## src/rtl/scsi_sel_pkg.sv

```systemverilog
package scsi_sel_pkg;

   localparam int CMD_W = 8;

   typedef enum logic [3:0] {
      SQ_IDLE,
      SQ_BUSW,
      SQ_FREE,
      SQ_ARB,
      SQ_WIN,
      SQ_SELON,
      SQ_SELW,
      SQ_PROBE,
      SQ_DONE,
      SQ_REQW
   } sq_state_e;

   localparam logic [CMD_W-1:0] CMD_SEL_ATN   = 8'h08;
   localparam logic [CMD_W-1:0] CMD_SEL_NOATN = 8'h09;

   function automatic logic is_select(input logic [CMD_W-1:0] code);
      return (code == CMD_SEL_ATN) || (code == CMD_SEL_NOATN);
   endfunction

   function automatic int imax(input int a, input int b);
      return (a > b) ? a : b;
   endfunction

endpackage

```

## src/rtl/sel_delay_timer.sv

```systemverilog
module sel_delay_timer #(
   parameter int W = 5
) (
   input  logic         clk,
   input  logic         rst_n,
   input  logic         load,
   input  logic [W-1:0] load_val,
   output logic         expired
);

   logic [W-1:0] cnt_q;

   always_ff @(posedge clk or negedge rst_n) begin
      if (!rst_n)
         cnt_q <= '0;
      else if (load)
         cnt_q <= load_val;
      else if (cnt_q != '0)
         cnt_q <= cnt_q - 1'b1;
   end

   assign expired = (cnt_q == '0);

endmodule

```

## src/rtl/sel_arb_cmp.sv

```systemverilog
module sel_arb_cmp #(
   parameter int ID_W   = 3,
   parameter int DATA_W = 8
) (
   input  logic [ID_W-1:0]   own_id,
   input  logic [DATA_W-1:0] bus_data,
   output logic              higher_seen
);

   logic [DATA_W-1:0] hi_bit;

   for (genvar i = 0; i < DATA_W; i++) begin : g_bit
      localparam logic [ID_W-1:0] IDX = ID_W'(i);
      assign hi_bit[i] = bus_data[i] & (own_id < IDX);
   end

   assign higher_seen = |hi_bit;

endmodule

```

## src/rtl/sel_timeout_ctr.sv

```systemverilog
module sel_timeout_ctr #(
   parameter int CNT_W    = 24,
   parameter int TO_SHIFT = 10
) (
   input  logic             clk,
   input  logic             rst_n,
   input  logic             clr,
   input  logic             step,
   input  logic [CNT_W-1:0] count,
   output logic             last
);

   localparam int LW = CNT_W + TO_SHIFT;

   logic [LW-1:0] limit;
   logic [LW-1:0] cnt_q;

   if (TO_SHIFT == 0) begin : g_unscaled
      assign limit = count;
   end else begin : g_scaled
      assign limit = {count, {TO_SHIFT{1'b0}}};
   end

   always_ff @(posedge clk or negedge rst_n) begin
      if (!rst_n)
         cnt_q <= '0;
      else if (clr)
         cnt_q <= '0;
      else if (step)
         cnt_q <= cnt_q + 1'b1;
   end

   assign last = (limit == '0) || (cnt_q == limit - LW'(1));

endmodule

```

## src/rtl/scsi_sel_seq.sv

```systemverilog
module scsi_sel_seq
   import scsi_sel_pkg::*;
#(
   parameter int ID_W     = 3,
   parameter int CNT_W    = 24,
   parameter int TO_SHIFT = 10,
   parameter int T_FREE   = 8,
   parameter int T_ARB    = 24,
   parameter int T_CLEAR  = 8,
   parameter int T_SETTLE = 4,
   parameter int T_SKEW   = 1
) (
   input  logic                  clk,
   input  logic                  rst_n,
   input  logic                  cmd_valid,
   input  logic [CMD_W-1:0]      cmd_code,
   input  logic [ID_W-1:0]       own_id,
   input  logic [ID_W-1:0]       dest_id,
   input  logic [CNT_W-1:0]      sel_count,
   input  logic                  flag_clr,
   input  logic                  bus_bsy_i,
   input  logic                  bus_sel_i,
   input  logic                  bus_rst_i,
   input  logic                  bus_req_i,
   input  logic [(1<<ID_W)-1:0]  bus_data_i,
   output logic [(1<<ID_W)-1:0]  bus_data_o,
   output logic                  bus_bsy_o,
   output logic                  bus_sel_o,
   output logic                  bus_atn_o,
   output logic                  irq_done,
   output logic                  irq_disc,
   output logic                  irq_svc,
   output logic                  init_mode
);

   localparam int DATA_W = 1 << ID_W;
   localparam int D_WIN  = T_CLEAR + T_SETTLE;
   localparam int D_SKW2 = 2 * T_SKEW;
   localparam int MAX_D  = imax(imax(T_FREE, T_ARB), imax(imax(D_WIN, D_SKW2), T_SETTLE));
   localparam int TMR_W  = $clog2(MAX_D + 1);

   localparam logic [TMR_W-1:0] LD_FREE   = TMR_W'(T_FREE - 1);
   localparam logic [TMR_W-1:0] LD_ARB    = TMR_W'(T_ARB - 1);
   localparam logic [TMR_W-1:0] LD_WIN    = TMR_W'(D_WIN - 1);
   localparam logic [TMR_W-1:0] LD_SKW2   = TMR_W'(D_SKW2 - 1);
   localparam logic [TMR_W-1:0] LD_SETTLE = TMR_W'(T_SETTLE - 1);

   if (T_FREE < 1 || T_ARB < 1 || T_SETTLE < 1 || T_SKEW < 1 || T_CLEAR < 0) begin : g_bad_delay
      $error("scsi_sel_seq: every bus delay must be at least one cycle");
   end
   if (ID_W < 1 || ID_W > 4) begin : g_bad_id
      $error("scsi_sel_seq: ID_W must be between 1 and 4");
   end
   if (CNT_W < 1) begin : g_bad_cnt
      $error("scsi_sel_seq: CNT_W must be positive");
   end

   sq_state_e         state_q, state_d;
   logic              noatn_q, noatn_d;
   logic              atn_q, init_q;
   logic              done_q, disc_q, svc_q;
   logic              atn_set, atn_clr, init_set, init_clr;
   logic              set_done, set_disc, set_svc;
   logic              tmr_load, tmr_exp;
   logic [TMR_W-1:0]  tmr_val;
   logic              to_clr, to_step, to_last;
   logic              higher_seen;
   logic              bus_idle3, conn_drop;
   logic [DATA_W-1:0] own_bit, dst_bit;
   logic              drive_own, drive_dst;

   sel_delay_timer #(.W(TMR_W)) u_tmr (
      .clk      (clk),
      .rst_n    (rst_n),
      .load     (tmr_load),
      .load_val (tmr_val),
      .expired  (tmr_exp)
   );

   sel_arb_cmp #(.ID_W(ID_W), .DATA_W(DATA_W)) u_cmp (
      .own_id      (own_id),
      .bus_data    (bus_data_i),
      .higher_seen (higher_seen)
   );

   sel_timeout_ctr #(.CNT_W(CNT_W), .TO_SHIFT(TO_SHIFT)) u_to (
      .clk   (clk),
      .rst_n (rst_n),
      .clr   (to_clr),
      .step  (to_step),
      .count (sel_count),
      .last  (to_last)
   );

   assign bus_idle3 = !bus_bsy_i && !bus_sel_i && !bus_rst_i;
   assign conn_drop = init_q && !bus_bsy_i && !bus_sel_i;

   always_comb begin
      state_d  = state_q;
      noatn_d  = noatn_q;
      tmr_load = 1'b0;
      tmr_val  = '0;
      to_clr   = 1'b0;
      to_step  = 1'b0;
      set_done = 1'b0;
      set_disc = 1'b0;
      set_svc  = 1'b0;
      atn_set  = 1'b0;
      atn_clr  = 1'b0;
      init_set = 1'b0;
      init_clr = 1'b0;

      if (conn_drop) begin
         init_clr = 1'b1;
         set_disc = 1'b1;
         atn_clr  = 1'b1;
      end

      case (state_q)
         SQ_IDLE: begin
            if (cmd_valid && is_select(cmd_code)) begin
               noatn_d = cmd_code[0];
               state_d = SQ_BUSW;
            end
         end
         SQ_BUSW: begin
            if (bus_idle3) begin
               state_d  = SQ_FREE;
               tmr_load = 1'b1;
               tmr_val  = LD_FREE;
            end
         end
         SQ_FREE: begin
            if (tmr_exp) begin
               state_d  = SQ_ARB;
               tmr_load = 1'b1;
               tmr_val  = LD_ARB;
            end
         end
         SQ_ARB: begin
            if (tmr_exp) begin
               if (bus_sel_i || higher_seen) begin
                  state_d = SQ_BUSW;
               end else begin
                  state_d  = SQ_WIN;
                  tmr_load = 1'b1;
                  tmr_val  = LD_WIN;
               end
            end
         end
         SQ_WIN: begin
            if (tmr_exp) begin
               state_d  = SQ_SELON;
               tmr_load = 1'b1;
               tmr_val  = LD_SKW2;
            end
         end
         SQ_SELON: begin
            if (tmr_exp) begin
               state_d  = SQ_SELW;
               tmr_load = 1'b1;
               tmr_val  = LD_SETTLE;
               atn_set  = !noatn_q;
            end
         end
         SQ_SELW: begin
            if (tmr_exp) begin
               state_d = SQ_PROBE;
               to_clr  = 1'b1;
            end
         end
         SQ_PROBE: begin
            if (bus_bsy_i) begin
               state_d  = SQ_DONE;
               tmr_load = 1'b1;
               tmr_val  = LD_SKW2;
            end else if (to_last) begin
               state_d  = SQ_IDLE;
               set_disc = 1'b1;
               atn_clr  = 1'b1;
            end else begin
               to_step = 1'b1;
            end
         end
         SQ_DONE: begin
            if (tmr_exp) begin
               state_d  = SQ_REQW;
               set_done = 1'b1;
               init_set = 1'b1;
            end
         end
         SQ_REQW: begin
            if (conn_drop) begin
               state_d = SQ_IDLE;
            end else if (bus_req_i) begin
               state_d = SQ_IDLE;
               set_svc = 1'b1;
            end
         end
         default: state_d = SQ_IDLE;
      endcase
   end

   always_ff @(posedge clk or negedge rst_n) begin
      if (!rst_n) begin
         state_q <= SQ_IDLE;
         noatn_q <= 1'b0;
         atn_q   <= 1'b0;
         init_q  <= 1'b0;
         done_q  <= 1'b0;
         disc_q  <= 1'b0;
         svc_q   <= 1'b0;
      end else begin
         state_q <= state_d;
         noatn_q <= noatn_d;
         if (atn_set)
            atn_q <= 1'b1;
         else if (atn_clr)
            atn_q <= 1'b0;
         if (init_set)
            init_q <= 1'b1;
         else if (init_clr)
            init_q <= 1'b0;
         done_q <= (done_q & ~flag_clr) | set_done;
         disc_q <= (disc_q & ~flag_clr) | set_disc;
         svc_q  <= (svc_q & ~flag_clr) | set_svc;
      end
   end

   assign own_bit   = DATA_W'(1) << own_id;
   assign dst_bit   = DATA_W'(1) << dest_id;
   assign drive_own = (state_q == SQ_ARB) || (state_q == SQ_WIN) || drive_dst;
   assign drive_dst = (state_q == SQ_SELON) || (state_q == SQ_SELW) ||
                      (state_q == SQ_PROBE) || (state_q == SQ_DONE);

   assign bus_data_o = (drive_own ? own_bit : '0) | (drive_dst ? dst_bit : '0);
   assign bus_bsy_o  = (state_q == SQ_ARB) || (state_q == SQ_WIN) || (state_q == SQ_SELON);
   assign bus_sel_o  = drive_dst;
   assign bus_atn_o  = atn_q;
   assign irq_done   = done_q;
   assign irq_disc   = disc_q;
   assign irq_svc    = svc_q;
   assign init_mode  = init_q;

endmodule

```

## config.mk

```make
export PLATFORM = sky130hd
export DESIGN_NAME = scsi_sel_seq
export DESIGN_NICKNAME = d
export VERILOG_FILES = /design/src/rtl/scsi_sel_pkg.sv /design/src/rtl/sel_delay_timer.sv /design/src/rtl/sel_arb_cmp.sv /design/src/rtl/sel_timeout_ctr.sv /design/src/rtl/scsi_sel_seq.sv
export SDC_FILE = /design/constraint.sdc
export NUM_CORES = 1
export LEC_CHECK = 0
export CORE_MARGIN = 2
export CORE_UTILIZATION = 35
export CTS_CLUSTER_SIZE = 20
export DETAILED_ROUTE_END_ITERATION = 10
export SLEW_MARGIN = 0
export SYNTH_ARGS = -nofsm -noshare
export SYNTH_HDL_FRONTEND = slang
export SYNTH_SLANG_ARGS = --single-unit
```

## constraint.sdc

```tcl
create_clock -name clk -period 3.5 [get_ports clk]
set_input_delay 0.525 -clock clk [delete_from_list [all_inputs] [get_ports clk]]
set_output_delay 0.525 -clock clk [all_outputs]
set_load 0.05 [all_outputs]
```

# [Yosys cells after proc, flatten, opt, wreduce, memory -nomap -nowiden]
# Index checks and enable logic that the tools add are counted.
# Widths: inputs -> output; s select.
[classes] n_addsub=3 order_cmp=8 n_eq_ne=22 n_shift=2 muxes=52 n_bitwise=16 reduce_logical=30
[ops] cell="$mux 34" count=2
[ops] cell="$mux 4" count=14
[ops] cell="$pmux 4 s10" count=1
[ops] cell="$add 34x1->34 const B" count=1
[ops] cell="$eq 34x34->1" count=1
[ops] cell="$logic_not 34->1" count=1
[ops] cell="$sub 34x1->34 const B" count=1
[ops] cell="$pmux 5 s6" count=1
[ops] cell="$mux 1" count=25
[ops] cell="$eq 4x3->1 const B" count=4
[ops] cell="$eq 8x4->1 const B" count=2
[ops] cell="$mux 8" count=2
[ops] cell="$ne 2x2->1 const B" count=8
[ops] cell="$shl 1x3->8 const A" count=2
[ops] cell="$mux 5" count=3
[ops] cell="$lt 3x3->1 const B" count=4
[ops] cell="$and 1x1->1" count=11
[ops] cell="$reduce_and 10->1" count=1
[ops] cell="$logic_or 1x1->1" count=9
[ops] cell="$eq 4x2->1 const B" count=2
[ops] cell="$eq 4x4->1 const B" count=2
[ops] cell="$or 8x8->8" count=1
[ops] cell="$reduce_bool 2->1" count=4
[ops] cell="$reduce_or 8->1" count=1
[ops] cell="17 further kinds" count=30
[totals] ff_bits=49 output_inout_bits=15 wordCells=142

# [Longest topological paths before layout]
[depth] ltp_word=9 mapped_depth=15

# [Cells and area by module]
# From an unflattened synthesis, not the netlist that was laid out.
[hier_totals] hier_cells=428 area_unflattened_um2=3737.3
[by_module_without_submodules] module="sel_timeout_ctr" n_inst=1 cells_per_inst=279 area_each_um2=2438.6
[by_module_without_submodules] module="scsi_sel_seq" n_inst=1 cells_per_inst=112 area_each_um2=957.2
[by_module_without_submodules] module="sel_delay_timer" n_inst=1 cells_per_inst=27 area_each_um2=279.0
[by_module_without_submodules] module="sel_arb_cmp" n_inst=1 cells_per_inst=10 area_each_um2=62.6

# [Worst setup path before layout]
# Ideal clock, no wire load.
[synth_path] path_kind="input to register" start="input port sel_count[0]" end="register u_to.cnt_q[10]" t_arrival_ns=3.180 required_time_ns=3.422 path_slack_ns=0.242 stages=13 n_path_buf=3 path_cell_list="clkbuf_1 -> inv_1 -> ha_1 -> or3b_1 -> or4_1 -> and4_1 -> nand4_1 -> nor4_1 -> and4b_4 -> buf_6 -> buf_6 -> or4_1 -> a21oi_1"
[synth_between] elab_chain_len=7 word_cells_on_any_way=8
[synth_rtl] item="from (decl)" line="scsi_sel_seq.sv:19" source="input logic [CNT_W-1:0] sel_count,"
[synth_rtl] item="$sub 34x1->34" line="sel_timeout_ctr.sv:33" source="assign last = (limit == '0) || (cnt_q == limit - LW'(1));"
[synth_rtl] item="$eq 34x34->1" line="sel_timeout_ctr.sv:33"
[synth_rtl] item="$logic_or 1x1->1 (*)" line="sel_timeout_ctr.sv:33"
[synth_rtl] item="$mux 1 (*)" line="scsi_sel_seq.sv:177" source="end else if (to_last) begin"
[synth_rtl] item="$mux 1 (*)" line="scsi_sel_seq.sv:173" source="if (bus_bsy_i) begin"
[synth_rtl] item="$mux 1 (*)" line="scsi_sel_seq.sv:119" source="case (state_q)"
[synth_rtl] item="$reduce_bool 2->1 (no line) (*)"
[synth_rtl] item="to (signal assigned)" line="sel_timeout_ctr.sv:30" source="cnt_q <= cnt_q + 1'b1;"
[synth_rtl] item="to (decl)" line="sel_timeout_ctr.sv:16" source="logic [LW-1:0] cnt_q;"
# Mark *: on every way between the ends. The rest lies on a longest branch, timed or not.
# A chain may end at the register's enable or synchronous reset.

# [Worst setup path in the final report]
[layout_path] start="input port sel_count[6]" end="register u_to.cnt_q[32]"
# Same word-level chain as after synthesis.

==> summary.txt <==
Run status: complete, no violations
Routed Antenna Nets: 0
Dpl ws: -0.212 ns
Cell Rows: 38
Clk Tree Root Cell: clkbuf_16
Seq cells post-synth: 49
Register Area: 1230 um2
Synth area leaders: dfrtp_1, a21oi_1, nand2_1
Total Die Area: 12300 um2
Fin crit period: 3.39 ns
Mapped Avg Cell Area: 7.87 um2
Sw frac: 37.9%
P&R area growth vs syn: 32.5%
Vias: 4211
Fin nets: 657
Final worst path period share: 96.8%
GRT overflow: 0
Top cell type by total area after synthesis: dfrtp_1
Drt pass-1 iters: 4
TritonCTS Sinks: 49
Count of final hold-check violations: 0
CP delay by family, top: simple AND/OR/NAND/NOR gates
Dpl cells: 732
Syn_nets: 565
DRT iter0 DRCs: 176
PortBufs: 67
GPL Wtd Cong: 0.913
FFs w/ async S/R, synth: 100%
CP max FO: 15
Peak VDD IR: 0.294 mV
Req. time, crit path: 3.71 ns
Worst path max stage delay: 0.53 ns
Synth cell count leaders: nand2_1, dfrtp_1, a21oi_1
Post-synthesis sequential area ratio: 30.7%
CTS H-tree lvls: 2
Clk_skew: 0.00697 ns
Mapped Area: 3990 um2
Drt total wl: 11200 um
Core region area: 11000 um2
Main synth FF type: dfrtp_1
Reg2reg start: u_to.cnt_q[0]
Multi-input gate area: 2600 um2
Power share of the sequential group: 32.8%
Setup TNS: 0 ns
Die Y: 111 um
Share of cells above drive strength 1: 12.3%
Crit path buf inv count: 2
Maxcap violations: 0
Tot GR Track Use: 18.3%
Clock share of power: 24.9%
CP Class: in -> reg
Slew Viols, Final: 0
Finished Layout Cells: 740
Post-synth EDFFs: 0
I/O pins: 69
RR Endpoint: u_to.cnt_q[1]
Crit-path most repeated cell: or4_1
Initial antenna violation count: 0
# setup viols final: 0
Cell count of the worst reg-to-reg path: 11
CP max stage cell: or4_4
DRC Markers: 0
Max clock buf depth: 2
Power share of the combinational group: 42.3%
Final WS setup: 0.111 ns
Syn Inst Count: 507
Least-Margin Pin Slew: 0.753 ns
Worst path depth: 10
LEAKAGE: 0.00208 uW
Crit-path cells: clkdlybuf4s50_1 > or4_4 > or4_1 > and4_1 > nand4_1 > nor4_4 > and4b_4 > buf_12 > or4_1 > a21oi_1
Largest net degree at the start of global routing: 32
First-pass GRT wire length: 19300 um
Count of cell types in the netlist: 56
Int Pwr: 1420 uW
Starting Density: 36.3%
Clock Pin Slew Worst Setup and Hold Paths: 0.07 ns
R2R setup slack: 0.75 ns
Element type at the critical path end: flop
Max_slew headroom: 49.8%
HP Class: in -> async
Worst-Skew Late Latency: 0.29 ns
Post-synth top area share: 30.7%
CTS Buf Count: 5
CTS tree: done
PwrDens: 431 nW/um2
Most common cell in the netlist: nand2_1
Fill count: 1064
CP startpoint kind: input pin
NetSw: 864 uW
Yosys Warn Count: 0
Critical Path AT: 3.60 ns
CTS Hold Bufs: 0
Routed vias/inst: 5.69
Vias in the first global route: 4172
RSZ-0062 raised after global routing: no
F_max: 295 MHz
Chip width: 111 um
Avg WL per Cell: 15.2 um
Dpl hpwl: 8600 um
Ant. Diodes: 0
layer usage:
layer  part of all wire, %  track usage [%]  up-vias
met5                     0                0        -
met4                   1.7             4.58        0
met3                   4.7             2.90       16
met2                    47             31.7      108
met1                    46             23.7     2009
li1                      -                -     2078
power groups by stage:
stage	Sequential (uW)	Combinational [uW]	Clock [uW]
after detailed placement	756	961	0
after global routing	761	1070	604
after global placement	752	957	0
final	748	965	568
after CTS	745	968	583
after floorplan	738	656	0
sequential cells by signal (all words and copies together) (netlist names):
register and count:
bus_atn_o 1, init_mode 1, irq_disc 1, irq_done 1, irq_svc 1, noatn_q 1, state_q 4, u_tmr.cnt_q 5
u_to.cnt_q 34
cells in the final DEF (no fill, tap or decap), types with 16 or more instances in the layout:
cell type | Yosys | layout
nand4_1 | 16 | 16
nor2_1 | 37 | 36
dfrtp_1 | 49 | 49
clkdlybuf4s50_1 | 0 | 61
o21ai_0 | 25 | 25
nand3_1 | 26 | 26
buf_4 | 0 | 39
xnor2_1 | 20 | 20
a21oi_1 | 43 | 43
nand2_1 | 50 | 50
or3_1 | 20 | 20
nor3_1 | 16 | 16
stage by stage:
stage / power [uW] / hold slack, ns / cell area, um2 / util, %
final: 2280 / 0.304 / 5290 / 48.1
after global placement: 1710 / 0.499 / 5080 / 46.2
after CTS: 2300 / 0.338 / 5250 / 47.8
after detailed placement: 1720 / 0.514 / 5080 / 46.2
after floorplan: 1390 / 0.229 / 3990 / -
after global routing: 2440 / 0.363 / 5290 / 48.1
kinds of logic after synthesis:
| group | synth area share, % |
|---|---|
| AO/OA/AOI/OAI | 19.6 |
| XOR/XNOR | 6.80 |
| adder cells (fa/ha/maj) | 1.25 |
| buffers and inverters | 4.70 |
| flip-flops | 30.7 |
| multiplexers | 1.79 |
| AND/OR/NAND/NOR | 35.1 |
layout make-up:
| class | instances | share of cell area [%] |
|---|---|---|
| clock inverter | 2 | 0.710 |
| tap | 140 | 3.31 |
| inverter | 15 | 1.06 |
| sequential | 49 | 23.2 |
| timing repair buffer | 110 | 19.9 |
| clock buffer | 6 | 2.63 |
| multi-input combinational | 418 | 49.2 |
repair_timing:
item / CTS / global route
setup buffers: 0 / 0
setup endpoints to repair: 0 / 36
gates resized for setup: 0 / 8
worst max path at each step:
stage	from	endpoint
final	sel_count[6]	u_to.cnt_q[32]
after global routing	sel_count[6]	u_to.cnt_q[14]
after CTS	sel_count[1]	u_to.cnt_q[32]
after detailed placement	sel_count[1]	u_to.cnt_q[1]
after global placement	sel_count[0]	u_to.cnt_q[14]
after floorplan	sel_count[0]	u_to.cnt_q[10]
Power figures use the tool's default switching activity.
